==> src/rtl/sio_pkg.sv <==
package sio_pkg;

    localparam int ADDR_HI  = 15;
    localparam int IDX_W    = 5;   // word index inside the 64-byte window
    localparam int AM_W     = 6;

    localparam logic [IDX_W-1:0] IDX_CTL_REG  = 5'd0;
    localparam logic [IDX_W-1:0] IDX_CTL_DATA = 5'd1;
    localparam logic [IDX_W-1:0] IDX_HW_STAT  = 5'd2;

    typedef enum logic [1:0] {
        SZ_WORD,
        SZ_ODD,
        SZ_EVEN,
        SZ_LONG
    } xfer_size_e;

    typedef enum logic [2:0] {
        DEV_NONE,
        DEV_CTL_STAT,
        DEV_CTL_ADDR,
        DEV_CTL_DATA,
        DEV_HW_STAT
    } dev_e;

    typedef struct packed {
        logic [ADDR_HI:1] addr;
        logic [AM_W-1:0]  am;
        logic             ds0_n;
        logic             ds1_n;
        logic             lword_n;
        logic             write_n;
    } bus_s;

    typedef struct packed {
        logic       active;
        logic       hit;
        xfer_size_e size;
        dev_e       dev;
    } dec_s;

    function automatic xfer_size_e size_of(input logic ds0_n, input logic ds1_n,
                                           input logic lword_n);
        if (!lword_n)             return SZ_LONG;
        else if (!ds0_n && !ds1_n) return SZ_WORD;
        else if (!ds0_n)           return SZ_ODD;
        else                       return SZ_EVEN;
    endfunction

    function automatic logic size_legal(input xfer_size_e sz);
        return (sz == SZ_WORD) || (sz == SZ_ODD);
    endfunction

    function automatic dev_e dev_of(input logic [IDX_W-1:0] idx, input logic write_n);
        case (idx)
            IDX_CTL_REG:  return write_n ? DEV_CTL_STAT : DEV_CTL_ADDR;
            IDX_CTL_DATA: return DEV_CTL_DATA;
            IDX_HW_STAT:  return DEV_HW_STAT;
            default:      return DEV_NONE;
        endcase
    endfunction

endpackage

==> src/rtl/sio_sync.sv <==
module sio_sync #(
    parameter int           W       = 8,
    parameter int           STAGES  = 2,
    parameter logic [W-1:0] RST_VAL = '0
) (
    input  logic         clk,
    input  logic         rst,
    input  logic [W-1:0] d,
    output logic [W-1:0] q
);
    logic [STAGES-1:0][W-1:0] stg;

    always_ff @(posedge clk) begin
        if (rst) begin
            for (int i = 0; i < STAGES; i++) stg[i] <= RST_VAL;
        end else begin
            stg[0] <= d;
            for (int i = 1; i < STAGES; i++) stg[i] <= stg[i-1];
        end
    end

    assign q = stg[STAGES-1];
endmodule

==> src/rtl/sio_match.sv <==
module sio_match
    import sio_pkg::*;
(
    input  bus_s       bus,
    input  logic [3:0] base_hi,
    input  logic [3:0] base_mid,
    input  logic [3:0] base_lo,
    input  logic       am2_any,
    output dec_s       dec
);
    logic win_ok;
    logic am_fixed_ok;
    logic am_sw_ok;

    always_comb begin
        win_ok = (bus.addr[15:12] == base_hi) &&
                 (bus.addr[11:8]  == base_mid) &&
                 (bus.addr[7:6]   == base_lo[1:0]);
        // short I/O code family: bits 5,4,3,0 = 1,0,1,1
        am_fixed_ok = bus.am[5] && !bus.am[4] && bus.am[3] && bus.am[0];
        am_sw_ok    = (bus.am[1] == base_lo[2]) &&
                      (am2_any || (bus.am[2] == base_lo[3]));

        dec.active = !bus.ds0_n || !bus.ds1_n;
        dec.hit    = win_ok && am_fixed_ok && am_sw_ok;
        dec.size   = size_of(bus.ds0_n, bus.ds1_n, bus.lword_n);
        dec.dev    = dev_of(bus.addr[5:1], bus.write_n);
    end
endmodule

==> src/rtl/sio_cycle.sv <==
module sio_cycle
    import sio_pkg::*;
#(
    parameter int ACK_DELAY = 2
) (
    input  logic clk,
    input  logic rst,
    input  dec_s dec,
    output dev_e cur_dev,
    output logic dtack,
    output logic berr
);
    localparam int CNT_W = (ACK_DELAY < 2) ? 1 : $clog2(ACK_DELAY);
    localparam logic [CNT_W-1:0] CNT_LAST = CNT_W'(ACK_DELAY - 1);

    typedef enum logic [1:0] {ST_IDLE, ST_SEL, ST_ACK, ST_ERR} st_e;

    st_e             state;
    logic [CNT_W-1:0] cnt;

    always_ff @(posedge clk) begin
        if (rst) begin
            state   <= ST_IDLE;
            cur_dev <= DEV_NONE;
            cnt     <= '0;
        end else begin
            case (state)
                ST_IDLE: begin
                    if (dec.active && dec.hit) begin
                        if (!size_legal(dec.size)) begin
                            state <= ST_ERR;
                        end else if (dec.dev != DEV_NONE) begin
                            state   <= ST_SEL;
                            cur_dev <= dec.dev;
                            cnt     <= '0;
                        end
                    end
                end
                ST_SEL: begin
                    if (!dec.active) begin
                        state   <= ST_IDLE;
                        cur_dev <= DEV_NONE;
                    end else if (cnt == CNT_LAST) begin
                        state <= ST_ACK;
                    end else begin
                        cnt <= cnt + 1'b1;
                    end
                end
                default: begin
                    if (!dec.active) begin
                        state   <= ST_IDLE;
                        cur_dev <= DEV_NONE;
                    end
                end
            endcase
        end
    end

    assign dtack = (state == ST_ACK);
    assign berr  = (state == ST_ERR);

    assert_resp_excl_R7: assert property (@(posedge clk) disable iff (rst)
        !(dtack && berr));

    assert_release_clears_R9: assert property (@(posedge clk) disable iff (rst)
        !dec.active |=> !dtack && !berr && (cur_dev == DEV_NONE));

    assert_berr_no_dev_R7: assert property (@(posedge clk) disable iff (rst)
        berr |-> (cur_dev == DEV_NONE));
endmodule

==> src/rtl/sio_slave_decoder.sv <==
module sio_slave_decoder
    import sio_pkg::*;
#(
    parameter int ACK_DELAY   = 2,
    parameter int SYNC_STAGES = 2
) (
    input  logic        clk,
    input  logic        rst,
    input  logic [15:1] bus_addr,
    input  logic [5:0]  bus_am,
    input  logic        ds0_n,
    input  logic        ds1_n,
    input  logic        lword_n,
    input  logic        write_n,
    input  logic [3:0]  cfg_base_hi,
    input  logic [3:0]  cfg_base_mid,
    input  logic [3:0]  cfg_base_lo,
    input  logic        cfg_am2_any,
    output logic        sel_ctl_status,
    output logic        sel_ctl_addr,
    output logic        sel_ctl_data,
    output logic        sel_hw_status,
    output logic        dtack,
    output logic        berr
);
    localparam int   BUS_W    = $bits(bus_s);
    localparam bus_s BUS_IDLE = '{addr: '0, am: '0, ds0_n: 1'b1, ds1_n: 1'b1,
                                  lword_n: 1'b1, write_n: 1'b1};

    bus_s raw_bus;
    bus_s sync_bus;
    dec_s dec;
    dev_e cur_dev;

    assign raw_bus = '{addr: bus_addr, am: bus_am, ds0_n: ds0_n, ds1_n: ds1_n,
                       lword_n: lword_n, write_n: write_n};

    sio_sync #(
        .W      (BUS_W),
        .STAGES (SYNC_STAGES),
        .RST_VAL(BUS_IDLE)
    ) u_sync (
        .clk(clk),
        .rst(rst),
        .d  (raw_bus),
        .q  (sync_bus)
    );

    sio_match u_match (
        .bus     (sync_bus),
        .base_hi (cfg_base_hi),
        .base_mid(cfg_base_mid),
        .base_lo (cfg_base_lo),
        .am2_any (cfg_am2_any),
        .dec     (dec)
    );

    sio_cycle #(
        .ACK_DELAY(ACK_DELAY)
    ) u_cycle (
        .clk    (clk),
        .rst    (rst),
        .dec    (dec),
        .cur_dev(cur_dev),
        .dtack  (dtack),
        .berr   (berr)
    );

    assign sel_ctl_status = (cur_dev == DEV_CTL_STAT);
    assign sel_ctl_addr   = (cur_dev == DEV_CTL_ADDR);
    assign sel_ctl_data   = (cur_dev == DEV_CTL_DATA);
    assign sel_hw_status  = (cur_dev == DEV_HW_STAT);

    assert_ack_one_sel_R8: assert property (@(posedge clk) disable iff (rst)
        dtack |-> ($countones({sel_ctl_status, sel_ctl_addr, sel_ctl_data, sel_hw_status}) == 1));

    assert_sel_onehot_R6: assert property (@(posedge clk) disable iff (rst)
        $onehot0({sel_ctl_status, sel_ctl_addr, sel_ctl_data, sel_hw_status}));

    assert_ack_after_sel_R8: assert property (@(posedge clk) disable iff (rst)
        $rose(dtack) |-> $past(sel_ctl_status || sel_ctl_addr || sel_ctl_data || sel_hw_status));
endmodule

==> config.mk <==
export PLATFORM = sky130hd
export DESIGN_NAME = sio_slave_decoder
export DESIGN_NICKNAME = d
export VERILOG_FILES = /design/src/rtl/sio_pkg.sv /design/src/rtl/sio_sync.sv /design/src/rtl/sio_match.sv /design/src/rtl/sio_cycle.sv /design/src/rtl/sio_slave_decoder.sv
export SDC_FILE = /design/constraint.sdc
export NUM_CORES = 1
export LEC_CHECK = 0
export BUFFER_PORTS_ARGS = -buffer_cell sky130_fd_sc_hd__buf_2
export CORE_UTILIZATION = 40
export DETAILED_ROUTE_END_ITERATION = 12
export HOLD_SLACK_MARGIN = 0.06
export PLACE_DENSITY = 0.63
export SLEW_MARGIN = 25
export SYNTH_ARGS = -nofsm -noshare
export SYNTH_HDL_FRONTEND = slang
export SYNTH_SLANG_ARGS = --single-unit
==> constraint.sdc <==
create_clock -name clk -period 2.1 [get_ports clk]
set_input_delay 0.105 -clock clk [delete_from_list [all_inputs] [get_ports clk]]
set_output_delay 0.105 -clock clk [all_outputs]
set_load 0.1 [all_outputs]
* Yosys cells after proc, flatten, opt, wreduce, memory -nomap -nowiden
Cells that the tools add are included.
** Word-level totals
- Input bits :: 40
- Logic and storage cells :: 76
- Bits in registers :: 56
- Output and inout bits :: 6
** Cells by class
- Muxes and demuxes :: 23
- Reduce and logical (&&, ||, !) cells :: 24
- $add $sub $neg :: 1
- Equality and inequality tests :: 23
** Operator list (number)
- $mux W2 :: 10
- $mux W3 :: 5
- $logic_and A1 B1 Y1 :: 10
- $ne A3 B3 Y1 const B :: 3
- $pmux W3 S3 :: 1
- $eq A4 B4 Y1 :: 2
- $ne A2 B1 Y1 const B :: 4
- $reduce_and A4 Y1 :: 2
- $eq A3 B2 Y1 const B :: 2
- $eq A5 B1 Y1 const B :: 1
- $eq A5 B2 Y1 const B :: 1
- $logic_not A5 Y1 :: 1
- $mux W1 :: 5
- $reduce_and A5 Y1 :: 1
- $eq A2 B1 Y1 const B :: 2
- $eq A2 B2 Y1 const B :: 2
- $logic_not A2 Y1 :: 2
- $pmux W2 S2 :: 1
- $eq A3 B1 Y1 const B :: 1
- $eq A3 B3 Y1 const B :: 1
- $logic_not A1 Y1 :: 3
- $logic_or A1 B1 Y1 :: 3
- $reduce_bool A3 Y1 :: 1
- $eq A1 B1 Y1 :: 2
- other kinds (5) :: 5

* Depth between registers and ports, before layout
Gate-level depths: netlist of run 1.
- Depth in word-level cells :: 9
- Gate-level depth with buffers :: 5
- Mapped depth without buffers :: 5

* Hierarchy
Synthesis of run 1 repeated with hierarchy kept, for this count alone.
** Second synthesis, totals
- Cell total of the unflattened synthesis :: 202
- Area, all modules :: 2115.8 um^2
** By module, submodules not included
- sio_sync :: area an instance 1532.7 um^2, cells an instance 130, instances 1, seq. area each 1001.0 um^2
- sio_cycle :: area an instance 345.3 um^2, cells an instance 40, instances 1, seq. area each 120.1 um^2
- sio_match :: area an instance 205.2 um^2, cells an instance 28, instances 1, seq. area each 0.0 um^2
- sio_slave_decoder :: area an instance 32.5 um^2, cells an instance 4, instances 1, seq. area each 0.0 um^2

* Worst setup path after synthesis of run 1
Ideal clock, no wire load.
- Path type :: reg-to-output
- Start :: register u_cycle.cur_dev[0]
- End :: output sel_ctl_status
- Data arrival time :: 2.574 ns
- Stages on the path, launching flop included :: 2
- Data required time :: 1.995 ns
- Slack :: -0.579 ns
- Path buffers :: 0
- Path through :: dfxtp_1 > nor3b_1
** Between the ends
- Longest elaborated chain between the ends :: 1
** Ends and longest elaborated chain
- from (decl) :: RTL line sio_cycle.sv:9 : output dev_e cur_dev,
- from (signal assigned) :: RTL line sio_cycle.sv:34 : cur_dev <= dec.dev;
- $eq A3 B1 Y1 :: RTL line sio_slave_decoder.sv:69 : assign sel_ctl_status = (cur_dev == DEV_CTL_STAT);
- to (decl) :: RTL line sio_slave_decoder.sv:19 : output logic sel_ctl_status,
No other way between the ends.

* Worst setup path in the final report of run 1
- Start :: register u_cycle.cur_dev[2]
- End :: output sel_hw_status
** Between the ends
- Longest elaborated chain between the ends :: 1
** Ends and longest elaborated chain
- $eq A3 B3 Y1 :: RTL line sio_slave_decoder.sv:72 : assign sel_hw_status = (cur_dev == DEV_HW_STAT);
- to (decl) :: RTL line sio_slave_decoder.sv:22 : output logic sel_hw_status,
No other way between the ends.

==> results of run 1 <==
-- state kept, by name (all words and copies together), names as in the netlist --
| register | cells |
|---|---|
| u_sync.q | 25 |
| u_cycle.cnt | 1 |
| u_cycle.cur_dev | 3 |
| u_cycle.state | 2 |
| u_sync.stg | 25 |
-- Yosys cell counts --
library cell and n:
sky130_fd_sc_hd__inv_1 2, sky130_fd_sc_hd__nor3b_2 1, sky130_fd_sc_hd__nand2_1 6, sky130_fd_sc_hd__nor2_1 6, sky130_fd_sc_hd__o21ai_1 1, sky130_fd_sc_hd__nor4_4 1
sky130_fd_sc_hd__nor2b_1 44, sky130_fd_sc_hd__nand3_2 1, sky130_fd_sc_hd__nand4_1 2, sky130_fd_sc_hd__or2_2 8, sky130_fd_sc_hd__mux2i_1 3, sky130_fd_sc_hd__xnor2_1 12
sky130_fd_sc_hd__a31oi_1 2, sky130_fd_sc_hd__nand3b_4 1, sky130_fd_sc_hd__and2_1 2, sky130_fd_sc_hd__and3b_1 1, sky130_fd_sc_hd__o21ai_0 2, sky130_fd_sc_hd__nor3b_1 3
sky130_fd_sc_hd__or2_1 1, sky130_fd_sc_hd__and4b_1 1, sky130_fd_sc_hd__a2111o_1 1, sky130_fd_sc_hd__clkbuf_1 6, sky130_fd_sc_hd__a21oi_1 3, sky130_fd_sc_hd__o211ai_1 1
sky130_fd_sc_hd__a2bb2oi_1 1, sky130_fd_sc_hd__dfxtp_1 56
-- timing repair --
action                                 4_1_cts  5_1_grt
setup buffers                                0        0
endpoints found under the hold margin       25        0
setup endpoints to repair                    0        0
hold buffers                                25        0
-- worst reg2reg max path, delay by kind of cell, from the launching register on --
| kind | cells | cell delay (ns) |
|---|---|---|
| simple gates | 4 | 0.89 |
| flops | 1 | 0.32 |
| xor+xnor | 1 | 0.14 |
-- stage by stage --
| stage | power, mW | std cells | instance area, µm² | setup TNS, ns | utilization [%] |
|---|---|---|---|---|---|
| 2_1_floorplan | 1.21 | 168 | 1860 | -1.74 | - |
| 3_3_place_gp | 1.26 | 260 | 2140 | 0 | 48.4 |
| 3_5_place_dp | 1.27 | 260 | 2140 | 0 | 48.4 |
| 4_1_cts | 1.84 | 292 | 2470 | 0 | 55.9 |
| 5_1_grt | 1.90 | 292 | 2470 | 0 | 55.9 |
| 6_report | 1.80 | 292 | 2470 | 0 | 55.9 |
-- cell type report --
cell class              instances  area [µm²]
repair buffers                 71         483
flip-flops and latches         56        1120
fillers                       395        1950
well taps                      52        65.1
clock buffers                   6        72.6
multi-input cells             104         712
clock inverters                 1        5.00
inverters                       2        7.51
-- metal layers --
layer,routed length [µm],vias to the layer above
li1,-,674
met1,1340,536
met2,1460,32
met3,161,8
met4,57,0
met5,0,-
-- how the worst min path moves through the flow --
stage	start	slack, ns	to	cells past startpoint
2_1_floorplan	write_n	0.21	u_sync.stg[0]	1
3_3_place_gp	ds0_n	0.29	u_sync.stg[3]	2
3_5_place_dp	ds0_n	0.29	u_sync.stg[3]	2
4_1_cts	rst	0.13	u_cycle.state[0]	2
5_1_grt	rst	0.13	u_cycle.state[0]	2
6_report	rst	0.14	u_cycle.state[0]	2
-- cell families after synthesis --
family                 count (synthesis)
buffers and inverters                  8
flip-flops                            56
multiplexers                           3
XOR/XNOR                              12
AO/OA/AOI/OAI                         11
AND/OR/NAND/NOR                       78
-- power breakdown --
group | internal [mW] | leakage, nW | total [mW] | switching, mW
Clock | 0.227 | 0.0410 | 0.530 | 0.302
Sequential | 1.11 | 0.462 | 1.12 | 0.0113
Combinational | 0.101 | 0.596 | 0.157 | 0.0563
==> flow_summary.yaml, run 1 <==
synth:
  number_of_distinct_library_cell_variants_in_the_gate_level_netlist_after_synthesis: 26
  synth_compound_gate_area_share_pct: 3.76
  synth.cell_area_um2: 1860
  synthAdderAreaFrac_pct: 0
  synth.area.mux_share_pct: 1.61
  synth-seq-cells: 56
  ys_top_cells_by_area: "sky130_fd_sc_hd__dfxtp_1 60%, sky130_fd_sc_hd__nor2b_1 15%, sky130_fd_sc_hd__xnor2_1 5.6%"
  ys.warnings.count: 0
  synth_top_family_by_area: "simple AND/OR/NAND/NOR gates"
  postSynthNetCount: 208
  yosysSeqAreaShare_pct: 60.2
  synth_largest_type_area_fraction_pct: 60.2
  synth_top_cell_by_area: "sky130_fd_sc_hd__dfxtp_1"
  post_synth.cell_area_avg_um2: 11.1
  netlist_instances: 168
  synth-xor-area-share_pct: 5.64
  synthSimpleGateAreaFrac_pct: 27.2
worst_setup_path:
  cp-start-kind: "register"
  path_depth: 2
  crit_path_max_incr_delay_ns: 0.45
  worst_setup_endpoint: "sel_hw_status"
  critical_path.startpoint: "u_cycle.cur_dev[2]"
  crit-reg2reg-launch: "u_sync.q[15]"
  r2r_setup_slack_ns: 0.65
  critical_path_buf_inv_count: 1
  crit_fanout: 5
  cp-end-kind: "output pin"
  criticalPathCategory: "reg -> out"
  crit-reg2reg-capture: "u_cycle.state[1]"
  crit_chain: "nor3b_1, buf_2"
  critical_path.slowest_cell: "sky130_fd_sc_hd__buf_2"
  rr_worst_depth: 5
  critPathRequiredTime_ns: 2.00
  critical_path_arrival_ns: 1.36
  worst_path_dominant_cell_family: "buffers and inverters"
timing:
  setup_ws_ns: 0.640
  grt_setup_unrepaired: "false"
  slew-limit-headroom_pct: 67.9
  setup_viol: 0
  tightest_slew_ns: 0.485
  hold_violations: 0
  final_min_period_over_clock_period_pct: 69.5
  worst_hold_slack_ns: 0.135
  max_freq_mhz: 685
  fin_worst_skew_ns: 0.00472
  slew_violations: 0
  layout_min_cycle_time_ns: 1.46
die:
  dieWidth_um: 70.2
  placementRows: 24
  die_area_um2: 4930
  floorplan.core_area_um2: 4410
  initial_utilization_pct: 42.2
  pin_count: 46
  die_h_um: 70.2
global_route:
  use_met2_pct: 23.4
  grt_max_degree: 42
  grt_pass1_wl_um: 4980
  grt_usage_pct: 13.4
  met1_usage_pct: 13.3
  grtUsageMet3_pct: 5.48
  antenna_found_initial: 0
  grt_pass1_vias: 1227
  grt-busiest-layer: "met2"
  grt_remaining_overflow: 0
cells_and_area:
  design.final.nets: 280
  area_delta_synth_final_pct: 32.4
  insertedDiodeCount: 0
  drive_above_1_share_pct: 26.7
  mostFrequentLayoutCells: "56 x sky130_fd_sc_hd__dfxtp_1, 45 x sky130_fd_sc_hd__buf_2, 44 x sky130_fd_sc_hd__nor2b_1, 25 x sky130_fd_sc_hd__dlygate4sd3_1, 12 x sky130_fd_sc_hd__xnor2_1"
  final_common_cell: "sky130_fd_sc_hd__dfxtp_1"
outcome:
  status: "completed"
drt:
  drtPass1Iterations: 4
  vias_per_cell: 4.28
  route.detailed.drc: 0
  antenna_left: 0
  drt_total_wl_um: 3020
  routed-via-count: 1250
  detailedRoute.firstIterationViolations: 64
  detail_route.wl_per_cell_um: 10.4
power:
  vdd_ir_drop_max_v: 0.000442
  power.leakage_nw: 1.10
  power-per-cell-area_nw_per_um2: 731
placement:
  place_ws_ns: 0.630
  globalplace.congestion: 0.732
  io_buffer_count: 45
  place.detailed.hpwl_um: 1960
clocking:
  clk_latency_ns: 0.30
  clockBufferDepth: 2
  cts_htree_levels: 2
  cts_tree: "done"
  cts-resized-gates: 0
  clkTransAtPathRegs_ns: 0.09
  cts.root.buffer_cell: "sky130_fd_sc_hd__clkbuf_8"
  clock-sinks: 56
  numCtsBuffers: 5
worst_hold_path:
  worst_hold_path_type: "in -> reg"
flow_run:
  max_cap_viols: 0
Power figures use the tool's default switching activity.
==> run 2: changes to the inputs <==
==> constraint.sdc (replaced) <==
create_clock -name clk -period 1.4 [get_ports clk]
set_input_delay 0.07 -clock clk [delete_from_list [all_inputs] [get_ports clk]]
set_output_delay 0.07 -clock clk [all_outputs]
set_load 0.1 [all_outputs]
==> run 2 against run 1 <==
Wire length fell by 0.53%. Largest power group unchanged. Critical endpoint is now u_cycle.state[1]. Highest routed layer unchanged. Sequential power rose by 50%. Worst setup slack got worse by 0.64 ns. Hold slack improved by 0.016 ns. The run now ends with setup timing left. Critical path type is now reg -> reg.
==> flow_summary.yaml, run 2 (synthesis gave the netlist of run 1 again) <==
outcome:
  status: "finished with violations"
  failed_checks: "setup timing"
die:
  initial_utilization_pct: 42.2
  dieWidth_um: 70.2
  die_h_um: 70.2
  placementRows: 24
  pin_count: 46
  floorplan.core_area_um2: 4410
  die_area_um2: 4930
global_route:
  grt_pass1_wl_um: 5000
  grt_usage_pct: 13.2
  antenna_found_initial: 0
  grt_max_degree: 38
  grt_pass1_vias: 1216
  grt_remaining_overflow: 0
power:
  power-per-cell-area_nw_per_um2: 1090
  vdd_ir_drop_max_v: 0.000672
  report.power.total_mw: 2.78
  switching_share_pct: 21.6
  power.share.sequential_pct: 60.4
  share_clk_of_total_power_pct: 30.7
  combinational_power_share_pct: 8.9
  power_report.internal_total_mw: 2.18
  power.leakage_nw: 1.14
  total_switching_power_mw: 0.599
drt:
  drt_total_wl_um: 3010
  detail_route.wl_per_cell_um: 10.2
  antenna_left: 0
  vias_per_cell: 4.25
  routed-via-count: 1254
  route.detailed.drc: 0
  detailedRoute.firstIterationViolations: 42
  drtPass1Iterations: 4
flow_run:
  max_cap_viols: 0
timing:
  layout_min_cycle_time_ns: 1.40
  slew_violations: 0
  fin_tns_setup_ns: -0.00243
  max_freq_mhz: 713
  slew-limit-headroom_pct: 68.0
  setup_viol: 1
  setup_ws_ns: -0.00243
  fin_worst_skew_ns: 0.00762
  tightest_slew_ns: 0.483
  final_min_period_over_clock_period_pct: 100
  hold_violations: 0
  worst_hold_slack_ns: 0.152
  grt_setup_unrepaired: "true"
cells_and_area:
  drive_above_1_share_pct: 30.9
  layout.cells.non_filler: 295
  area_delta_synth_final_pct: 37.1
  design.final.nets: 282
  final_common_cell: "sky130_fd_sc_hd__dfxtp_1"
  mostFrequentLayoutCells: "55 x sky130_fd_sc_hd__dfxtp_1, 44 x sky130_fd_sc_hd__nor2b_1, 40 x sky130_fd_sc_hd__buf_2, 25 x sky130_fd_sc_hd__dlygate4sd3_1, 10 x sky130_fd_sc_hd__xnor2_1"
  insertedDiodeCount: 0
  final_cell_area_um2: 2550
  final_core_utilization_pct: 57.9
  fillers: 380
placement:
  globalplace.congestion: 0.743
  placed_cell_area_um2: 2180
  post-place-cells: 261
  place.detailed.hpwl_um: 1930
  place_ws_ns: -0.0656
  io_buffer_count: 45
clocking:
  cts_tree: "done"
  clk_latency_ns: 0.30
  clockBufferDepth: 2
  numCtsBuffers: 5
  cts.root.buffer_cell: "sky130_fd_sc_hd__clkbuf_8"
  cts_htree_levels: 2
  clock-sinks: 56
  clkTransAtPathRegs_ns: 0.10
worst_setup_path:
  critPathRequiredTime_ns: 1.59
  criticalPathCategory: "reg -> reg"
  cp-start-kind: "register"
  critical_path_arrival_ns: 1.60
  crit_fanout: 5
  cp-end-kind: "register"
worst_hold_path:
  worst_hold_path_type: "in -> reg"
run 2: cell types whose count changed in the layout (fill, tap and decap cells not counted), moves of 2 or more:
cell | previous run | this run
sky130_fd_sc_hd__nor3b_2 | 1 | 4
sky130_fd_sc_hd__buf_4 | 1 | 5
sky130_fd_sc_hd__clkbuf_4 | 0 | 2
sky130_fd_sc_hd__xnor2_1 | 12 | 10
sky130_fd_sc_hd__nor3b_1 | 3 | 0
sky130_fd_sc_hd__buf_2 | 45 | 40
sky130_fd_sc_hd__xnor2_2 | 0 | 2
run 2: repair_timing:
item	4_1_cts	5_1_grt
hold buffers	25	0
cloned	0	0
hold endpoints to repair	25	0
pin swaps	3	3
resized for setup	3	5
setup endpoints to repair	8	8
buffers inserted	1	0
run 2: final cells by class:
class / instances / area [µm²] / share of cell area (%)
Sequential cell: 56 / 1120 / 43.9
Clock buffer: 5 / 68.8 / 2.69
Multi-Input combinational cell: 104 / 744 / 29.2
Inverter: 2 / 7.51 / 0.294
Clock inverter: 3 / 22.5 / 0.882
Timing Repair Buffer: 73 / 523 / 20.5
Tap cell: 52 / 65.1 / 2.55
run 2: final timing paths:
| kind | from | to | slack [ns] | cells after the start |
|---|---|---|---|---|
| max | u_sync.q[18] | u_cycle.state[1] | -0.002 | 5 |
| min | rst | u_cycle.state[0] | 0.15 | 2 |
| max reg2reg | u_sync.q[18] | u_cycle.state[1] | -0.002 | 5 |
| min reg2reg | u_sync.stg[3] | u_sync.q[3] | 0.42 | 1 |
run 2: power by group through the flow:
stage / registers, mW / clock network, mW / logic (mW)
CTS: 1.68 / 0.884 / 0.243
finish: 1.68 / 0.853 / 0.246
global route: 1.69 / 0.947 / 0.271
floorplan: 1.71 / 0 / 0.113
detailed placement: 1.71 / 0 / 0.190
global placement: 1.71 / 0 / 0.190
run 2: routing by layer:
metal	wire, µm	vias up	GRT usage (%)
li1	-	678	-
met1	1320	539	13.8
met2	1500	32	24.1
met3	144	5	3.90
met4	44	0	6.00
met5	0	-	0
run 2: critical path, cell delays in order, from the launching register on:
cell                       delay, ns
sky130_fd_sc_hd__dfxtp_2        0.34
sky130_fd_sc_hd__xnor2_2        0.11
sky130_fd_sc_hd__nand4_1        0.15
sky130_fd_sc_hd__nor4_4         0.38
sky130_fd_sc_hd__nand3b_4       0.15
sky130_fd_sc_hd__nor3b_2        0.17
